`config.mk`:
```
export PLATFORM = sky130hd
export DESIGN_NAME = adc_frame_seq
export DESIGN_NICKNAME = d
export VERILOG_FILES = /design/src/rtl/adc_seq_pkg.sv /design/src/rtl/adc_seq_frame.sv /design/src/rtl/adc_seq_clkgate.sv /design/src/rtl/adc_seq_capture.sv /design/src/rtl/adc_frame_seq.sv
export SDC_FILE = /design/constraint.sdc
export NUM_CORES = 1
export LEC_CHECK = 0
export ABC_AREA = 1
export CORE_MARGIN = 1.5
export CORE_UTILIZATION = 60
export CTS_CLUSTER_SIZE = 8
export DETAILED_ROUTE_END_ITERATION = 10
export HOLD_SLACK_MARGIN = 0.1
export PLACE_DENSITY = 0.85
export SYNTH_ARGS = -nofsm -noshare
export SYNTH_HDL_FRONTEND = slang
export SYNTH_SLANG_ARGS = --single-unit
```
`constraint.sdc`:
```
create_clock -name clk -period 5.45 [get_ports clk]
set_input_delay 1.09 -clock clk [delete_from_list [all_inputs] [get_ports clk]]
set_output_delay 1.09 -clock clk [all_outputs]
set_load 0.02 [all_outputs]
```
`src/rtl/adc_seq_pkg.sv`:
```
package adc_seq_pkg;

    // Per-cycle decode of where the frame counter sits relative to the window
    typedef struct packed {
        logic win;         // inside the read window
        logic rise;        // serial clock rises at this edge
        logic first_rise;  // first bit of the word
        logic last_rise;   // last bit of the word
    } gate_t;

    // Round a period down to a whole number of serial clock periods (2 clocks), minimum one
    function automatic logic [31:0] round_period(input logic [31:0] len);
        logic [31:0] r;
        r = {len[31:1], 1'b0};
        return (r < 32'd2) ? 32'd2 : r;
    endfunction

    function automatic logic [31:0] clamp_bits(input logic [31:0] b, input logic [31:0] lim);
        return (b > lim) ? lim : b;
    endfunction

endpackage

```
`src/rtl/adc_seq_frame.sv`:
```
module adc_seq_frame
    import adc_seq_pkg::*;
#(
    parameter int CNT_W  = 12,
    parameter int DATA_W = 16,
    parameter int BW     = $clog2(DATA_W + 1)
) (
    input  logic             clk,
    input  logic             rst,
    input  logic             en,
    input  logic [CNT_W-1:0] frame_len,
    input  logic [CNT_W-1:0] conv_len,
    input  logic [BW-1:0]    bit_cnt,
    output gate_t            gate
);
    localparam int CW = CNT_W + 2;

    logic [CNT_W-1:0] fc_q, per_q, conv_q, last_idx;
    logic [BW-1:0]    bits_q;
    logic [CNT_W-1:0] per_n;
    logic [BW-1:0]    bits_n;
    logic [CW-1:0]    off, span;
    logic             wrap;

    assign per_n    = CNT_W'(round_period(32'(frame_len)));
    assign bits_n   = BW'(clamp_bits(32'(bit_cnt), 32'(DATA_W)));
    assign last_idx = per_q - 1'b1;
    assign wrap     = (fc_q == last_idx);

    assign off  = CW'(fc_q) - CW'(conv_q);
    assign span = CW'(bits_q) << 1;

    always_comb begin
        gate.win        = en && (fc_q >= conv_q) && (off < span);
        gate.rise       = gate.win && off[0];
        gate.first_rise = gate.win && (off == CW'(1));
        gate.last_rise  = gate.win && (off == span - CW'(1));
    end

    always_ff @(posedge clk) begin
        if (rst || !en || wrap) begin
            fc_q   <= '0;
            per_q  <= per_n;
            conv_q <= conv_len;
            bits_q <= bits_n;
        end else begin
            fc_q <= fc_q + 1'b1;
        end
    end

    assert_fc_in_range_R2: assert property (@(posedge clk) disable iff (rst)
        fc_q <= last_idx);

    assert_hold_when_off_R9: assert property (@(posedge clk) disable iff (rst)
        !en |=> (fc_q == '0));

endmodule

```
`src/rtl/adc_seq_clkgate.sv`:
```
module adc_seq_clkgate (
    input  logic clk,
    input  logic rst,
    input  logic win,
    input  logic rise,
    output logic cs_n,
    output logic sclk
);
    always_ff @(posedge clk) begin
        if (rst) begin
            cs_n <= 1'b1;
            sclk <= 1'b0;
        end else begin
            cs_n <= !win;
            sclk <= rise;
        end
    end

    assert_sclk_inside_cs_R4: assert property (@(posedge clk) disable iff (rst)
        sclk |-> !cs_n);

    assert_sclk_half_rate_R4: assert property (@(posedge clk) disable iff (rst)
        sclk |=> !sclk);

endmodule

```
`src/rtl/adc_seq_capture.sv`:
```
module adc_seq_capture #(
    parameter int DATA_W = 16
) (
    input  logic              clk,
    input  logic              rst,
    input  logic              rise,
    input  logic              first_rise,
    input  logic              last_rise,
    input  logic              sdi,
    output logic [DATA_W-1:0] sample,
    output logic              sample_vld
);
    logic [DATA_W-1:0] sh_q, nxt;

    assign nxt = first_rise ? {{(DATA_W-1){1'b0}}, sdi} : {sh_q[DATA_W-2:0], sdi};

    always_ff @(posedge clk) begin
        if (rst) begin
            sh_q       <= '0;
            sample     <= '0;
            sample_vld <= 1'b0;
        end else begin
            sample_vld <= 1'b0;
            if (rise) begin
                sh_q <= nxt;
                if (last_rise) begin
                    sample     <= nxt;
                    sample_vld <= 1'b1;
                end
            end
        end
    end

    assert_strobe_single_R6: assert property (@(posedge clk) disable iff (rst)
        sample_vld |=> !sample_vld);

    assert_sample_hold_R6: assert property (@(posedge clk) disable iff (rst)
        !$stable(sample) |-> sample_vld);

endmodule

```
`src/rtl/adc_frame_seq.sv`:
```
module adc_frame_seq
    import adc_seq_pkg::*;
#(
    parameter int CNT_W  = 12,
    parameter int DATA_W = 16,
    parameter int BW     = $clog2(DATA_W + 1)
) (
    input  logic              clk,
    input  logic              rst,
    input  logic              en,
    input  logic [CNT_W-1:0]  frame_len,
    input  logic [CNT_W-1:0]  conv_len,
    input  logic [BW-1:0]     bit_cnt,
    input  logic              sdi,
    output logic              cs_n,
    output logic              sclk,
    output logic [DATA_W-1:0] sample,
    output logic              sample_vld
);
    gate_t gate;

    adc_seq_frame #(.CNT_W(CNT_W), .DATA_W(DATA_W), .BW(BW)) u_frame (
        .clk       (clk),
        .rst       (rst),
        .en        (en),
        .frame_len (frame_len),
        .conv_len  (conv_len),
        .bit_cnt   (bit_cnt),
        .gate      (gate)
    );

    adc_seq_clkgate u_gate (
        .clk  (clk),
        .rst  (rst),
        .win  (gate.win),
        .rise (gate.rise),
        .cs_n (cs_n),
        .sclk (sclk)
    );

    adc_seq_capture #(.DATA_W(DATA_W)) u_cap (
        .clk        (clk),
        .rst        (rst),
        .rise       (gate.rise),
        .first_rise (gate.first_rise),
        .last_rise  (gate.last_rise),
        .sdi        (sdi),
        .sample     (sample),
        .sample_vld (sample_vld)
    );

endmodule

```
* Word-level counts from Yosys, hierarchy flattened
Index checks and enable logic that the tools add are counted.
** Word-level totals
- Register bits after elaboration :: 75
- Bits in latches :: 0
- Bits in writable memories :: 0
- ROM bits :: 0
- Input bits :: 33
- Output and inout port bits :: 19
- Logic and storage cells :: 35
- Memories kept :: 0
** Cells by class
- Add/sub/neg operators :: 4
- $mul :: 0
- Divide/modulo/power cells :: 0
- Order comparisons :: 4
- Eq/ne operators :: 3
- Shifts and indexed selects :: 0
- Muxes and demuxes :: 2
- Bitwise operators :: 1
- Reductions and logical operators :: 11
** Operator list (number)
- 16-bit 2-to-1 mux :: 1
- 14-bit by 1-bit equality test with 1-bit output (second input constant) :: 1
- 14-bit equality test :: 1
- 14-bit by 6-bit less-than comparator with 1-bit output :: 1
- 12-bit by 12-bit subtractor with 13-bit output :: 1
- 12-bit by 1-bit adder with 12-bit output (second input constant) :: 1
- 12-bit equality test :: 1
- 12-bit greater-or-equal comparator :: 1
- 12-bit by 2-bit less-than comparator with 1-bit output (second input constant) :: 1
- 12-bit by 1-bit subtractor with 12-bit output (second input constant) :: 1
- 6-bit by 1-bit subtractor with 7-bit output (second input constant) :: 1
- 5-bit > comparator (second input constant) :: 1
- 1-bit logical AND :: 5
- 1-bit logical NOT :: 2
- 1-bit logical OR :: 2
- 2-bit AND reduction :: 1
- 2-bit OR reduction :: 1
- 1-bit 2-to-1 mux :: 1
- 1-bit inverter :: 1

* Depth between registers and ports, before layout
- Depth in word-level cells :: 6
- Mapped depth :: 23

* By module
From an unflattened synthesis, not the netlist that was laid out.
** Unflattened totals
- Cells, all modules :: 590
- Area, all modules :: 4257.8 um^2
** Modules (own cells, without submodules)
- adc_seq_frame :: instances 1, cells each 413, area each 2930.3 um^2, seq. area each 1081.0 um^2
- adc_seq_capture :: instances 1, cells each 171, area each 1272.5 um^2, seq. area each 640.6 um^2
- adc_seq_clkgate :: instances 1, cells each 6, area each 55.1 um^2, seq. area each 40.0 um^2

* Worst setup path before layout
OpenSTA, ideal clock, no wires.
- Path type :: register to register
- Start point :: register u_frame.fc_q[0]
- End point :: register u_cap.sample[10]
- Data arrival time :: 2.680 ns
- Slack :: 2.660 ns
- Stages on the path, launching flop included :: 22
- Period minus slack after synthesis :: 2.790 ns
- Cells stage by stage :: dfxtp_1 inv_1 ha_1 inv_1 fa_1 xor2_1 ha_1 inv_1 nor2_1 o21ai_0 nand2_1 nand2_1 nand2_1 nand2_1 nand2_1 nor2_1 nand3_1 buf_2 nand2_1 nand3_1 nand2_1 nor2_1
** On the way
- Longest elaborated chain between the ends :: 5
** RTL lines
- from (decl) :: RTL line adc_seq_frame.sv:18 : logic [CNT_W-1:0] fc_q, per_q, conv_q, last_idx;
- from (signal assigned) :: RTL line adc_seq_frame.sv:47 : fc_q <= fc_q + 1'b1;
- 12-bit by 12-bit subtractor with 13-bit output / 12-bit greater-or-equal comparator (equally long branches) :: RTL line adc_seq_frame.sv:30, adc_seq_frame.sv:34
- 14-bit by 6-bit less-than comparator with 1-bit output / 1-bit logical AND (equally long branches) :: RTL line adc_seq_frame.sv:34 : gate.win = en && (fc_q >= conv_q) && (off < span);
- 1-bit logical AND :: RTL line adc_seq_frame.sv:34
- 1-bit logical AND (on tied branches) :: RTL line adc_seq_frame.sv:36, adc_seq_frame.sv:35, adc_seq_frame.sv:37
- 16-bit 2-to-1 mux / 2-bit AND reduction (equally long branches)
- to (signal assigned) :: RTL line adc_seq_capture.sv:27 : sample <= nxt;
- to (decl) :: RTL line adc_seq_capture.sv:10 : output logic [DATA_W-1:0] sample,
Several ways; a longest one is shown, not always the timed one.
A chain may end at the register's enable or synchronous reset.

* Final worst setup path
- Start point :: register u_frame.fc_q[0]
- End point :: register u_cap.sample[13]
The elaborated chain is that of the path after synthesis.

==> impl_metrics.yaml <==
run_status:
  status: "completed"
die:
  die_h_um: 87.2
  die_area_mm2: 0.00760
  coreArea_mm2: 0.00683
  rows: 30
  die_width_um: 87.2
  io_pins: 52
  start_util: 0.622
power:
  p_seq_frac: 0.490
  total_leakage_power_nw: 2.45
  power.density_mw_per_mm2: 243
  power_frac_clock: 0.396
  p_switching_uw: 296
  swShare: 0.243
  power_mw: 1.22
  p_int_uw: 924
  comb_power_share: 0.114
  vdd_drop_max_mv: 0.180
timing:
  tightest_slew_ns: 0.815
  rsz0062_at_grt: "false"
  fin_setup_tns_ns: 0
  min_period_over_period: 0.648
  maxSlewHeadroom: 0.456
  finalClockSkew_ns: 0.0150
  fin_hold_ws_ns: 0.471
  layout_min_cycle_time_ns: 3.53
  timing_hold_violations_final: 0
  fmax_mhz: 283
  finalMaxSlewViolations: 0
  finalSetupViolCount: 0
finish:
  final_nets: 689
  layout_common_cells: "nand2_1, inv_1, nor2_1"
  fillers: 538
  finish.utilization: 0.735
  fin_cells: 736
  area_growth_pct: 18.1
  regArea_mm2: 0.00176
  multi_input_area_mm2: 0.00197
  layout-drive-gt1-share: 0.0406
  antenna_cells: 0
  final_common_cell: "nand2_1"
clock_tree:
  htreeDepth: 3
  cts_tree: "yes"
  cts-root-buf: "clkbuf_8"
  cts_buffers: 9
  cts_buffer_depth: 2
  cts.clk_slew.worst_paths_ns: 0.08
  cts_setup_buffers: 0
  cts_hold_buf: 0
  cts_resized: 0
  clk_latency_ns: 0.36
  clock_sinks: 74
placed_design:
  dp_hpwl_mm: 6.32
  gp_congestion: 0.884
  placedCellCount: 720
  io_buffers: 50
worst_setup_path:
  crit_required_ns: 5.71
  crit_chain: "inv_1 -> ha_1 -> inv_1 -> fa_1 -> xor2_1 -> ha_1 -> inv_1 -> nor2_1 -> o21ai_0 -> nand2_1 -> nand2_1 -> nand2_1 -> nand2_1 -> nand2_1 -> nor2_1 -> nand3_1 -> nand2_1 -> nand3_1 -> nand2_1 -> nor2_1"
  cp_num_buf_inv: 3
  cp_top_family: "simple AND/OR/NAND/NOR gates"
  critPathCaptureType: "flip-flop"
  worst-endpoint-arrival_ns: 3.79
  max_stage_delay_ns: 0.46
  cpMostUsedCell: "nand2_1"
  path_max_fanout: 15
  critical_path_class: "flip-flop to flip-flop"
  cp_slowest_cell: "nand3_1"
  cp-start-kind: "flip-flop"
worst_hold_path:
  hold_path.class: "flip-flop to flip-flop"
grt:
  grt_usage: 0.247
  grt_max_degree: 41
  grt-ovfl-total: 0
  grt_pass1_vias: 3327
  antenna_found_initial: 0
  grt_first_pass_wirelength_mm: 14.6
yosys:
  synth_edf_count: 28
  yosysTopAreaCellShare: 0.217
  async_flop_share: 0
  ys_seq_area_frac: 0.414
  synthTopCellsByArea: "dfxtp_1, edfxtp_1, nand2_1"
  ys.flop_type: "dfxtp_1"
  netlist_area_mm2: 0.00425
  syn_nets: 647
  syn_area_per_cell_um2: 7.17
  synth_cells: 593
  yosys_warnings: 0
  yosysTopAreaCell: "dfxtp_1"
  ys_types: 28
  ys_seq_elements: 74
route:
  first_iter_violations: 224
  wl_per_cell_um: 11.5
  vias_per_cell: 4.92
  vias: 3619
  totalWireLength_mm: 8.48
  drc: 0
  firstDrtPassIters: 5
  postRouteAntennaNets: 0
run:
  cap_violations: 0
## cell families (layout without fill, tap and decap cells)
family,after synthesis,count (layout),synth area share
DFF,74,74,0.414
xor gates and xnor gates,31,31,0.0639
and+or+nand+nor,291,291,0.283
AOI/OAI and AO/OA,43,43,0.0521
adders and majority gates,21,21,0.0636
buffers and inverters,133,180,0.123
## metrics by stage
step / setup slack, ns / cell area [µm²]
detailed placement: 2.01 / 4790
CTS: 1.92 / 5020
global route: 1.41 / 5020
floorplan: 2.66 / 4250
global placement: 2.11 / 4790
finish: 1.92 / 5020
## sequential cells by signal, summed over array words and instances, names as in the netlist
register,count
u_cap.sh_q,15
u_gate.sclk,1
u_frame.per_q,11
u_gate.cs_n,1
u_frame.conv_q,12
u_cap.sample,16
u_frame.fc_q,12
u_cap.sample_vld,1
u_frame.bits_q,5
## metal layers
layer / GRT usage / share of wire / vias to the layer above
met5: 0 / 0 / -
met3: 0.0408 / 0.037 / 18
met1: 0.314 / 0.46 / 1610
met4: 0.0967 / 0.021 / 0
met2: 0.419 / 0.48 / 84
li1: - / - / 1907
## worst paths after layout
kind                         from          endpoint  slack [ns]  cells after the start
setup / recovery  u_frame.fc_q[0]  u_cap.sample[13]        1.92                     20
hold / removal    u_frame.fc_q[0]   u_frame.fc_q[0]        0.47                      1
setup reg to reg  u_frame.fc_q[0]  u_cap.sample[13]        1.92                     20
hold reg to reg   u_frame.fc_q[0]   u_frame.fc_q[0]        0.47                      1
## layout make-up
class / instances / area share
clock buffer: 12 / 0.0361
inverter: 112 / 0.0840
sequential: 74 / 0.351
clock inverter: 4 / 0.0105
multi-input combinational: 386 / 0.392
tap: 96 / 0.0239
timing repair buffer: 52 / 0.103
## synthesized netlist by cell type (2+ instances only)
master	number
a21oi_1	23
buf_2	5
buf_6	2
clkbuf_1	13
dfxtp_1	46
edfxtp_1	28
ha_1	20
inv_1	109
inv_2	2
nand2_1	153
nand2_2	2
nand3_1	40
nand4_1	6
nor2_1	76
nor3_1	7
nor4_1	3
o21ai_0	18
xnor2_1	10
xor2_1	21
## power groups by stage
stage	Sequential, mW	Clock [mW]	Combinational [mW]
floorplan	0.609	0	0.0940
global placement	0.610	0	0.132
detailed placement	0.611	0	0.138
CTS	0.598	0.490	0.139
global route	0.600	0.511	0.159
finish	0.598	0.484	0.139
## worst register-to-register path, delay by kind of cell, from the launching register on
| kind | cells | cell delay [ns] |
|---|---|---|
| AOI/OAI and AO/OA | 1 | 0.15 |
| xor gates and xnor gates | 1 | 0.34 |
| adders and majority gates | 3 | 0.91 |
| buffers and inverters | 3 | 0.25 |
| DFF | 1 | 0.34 |
| and+or+nand+nor | 12 | 1.47 |
Power figures use the tool's default switching activity.
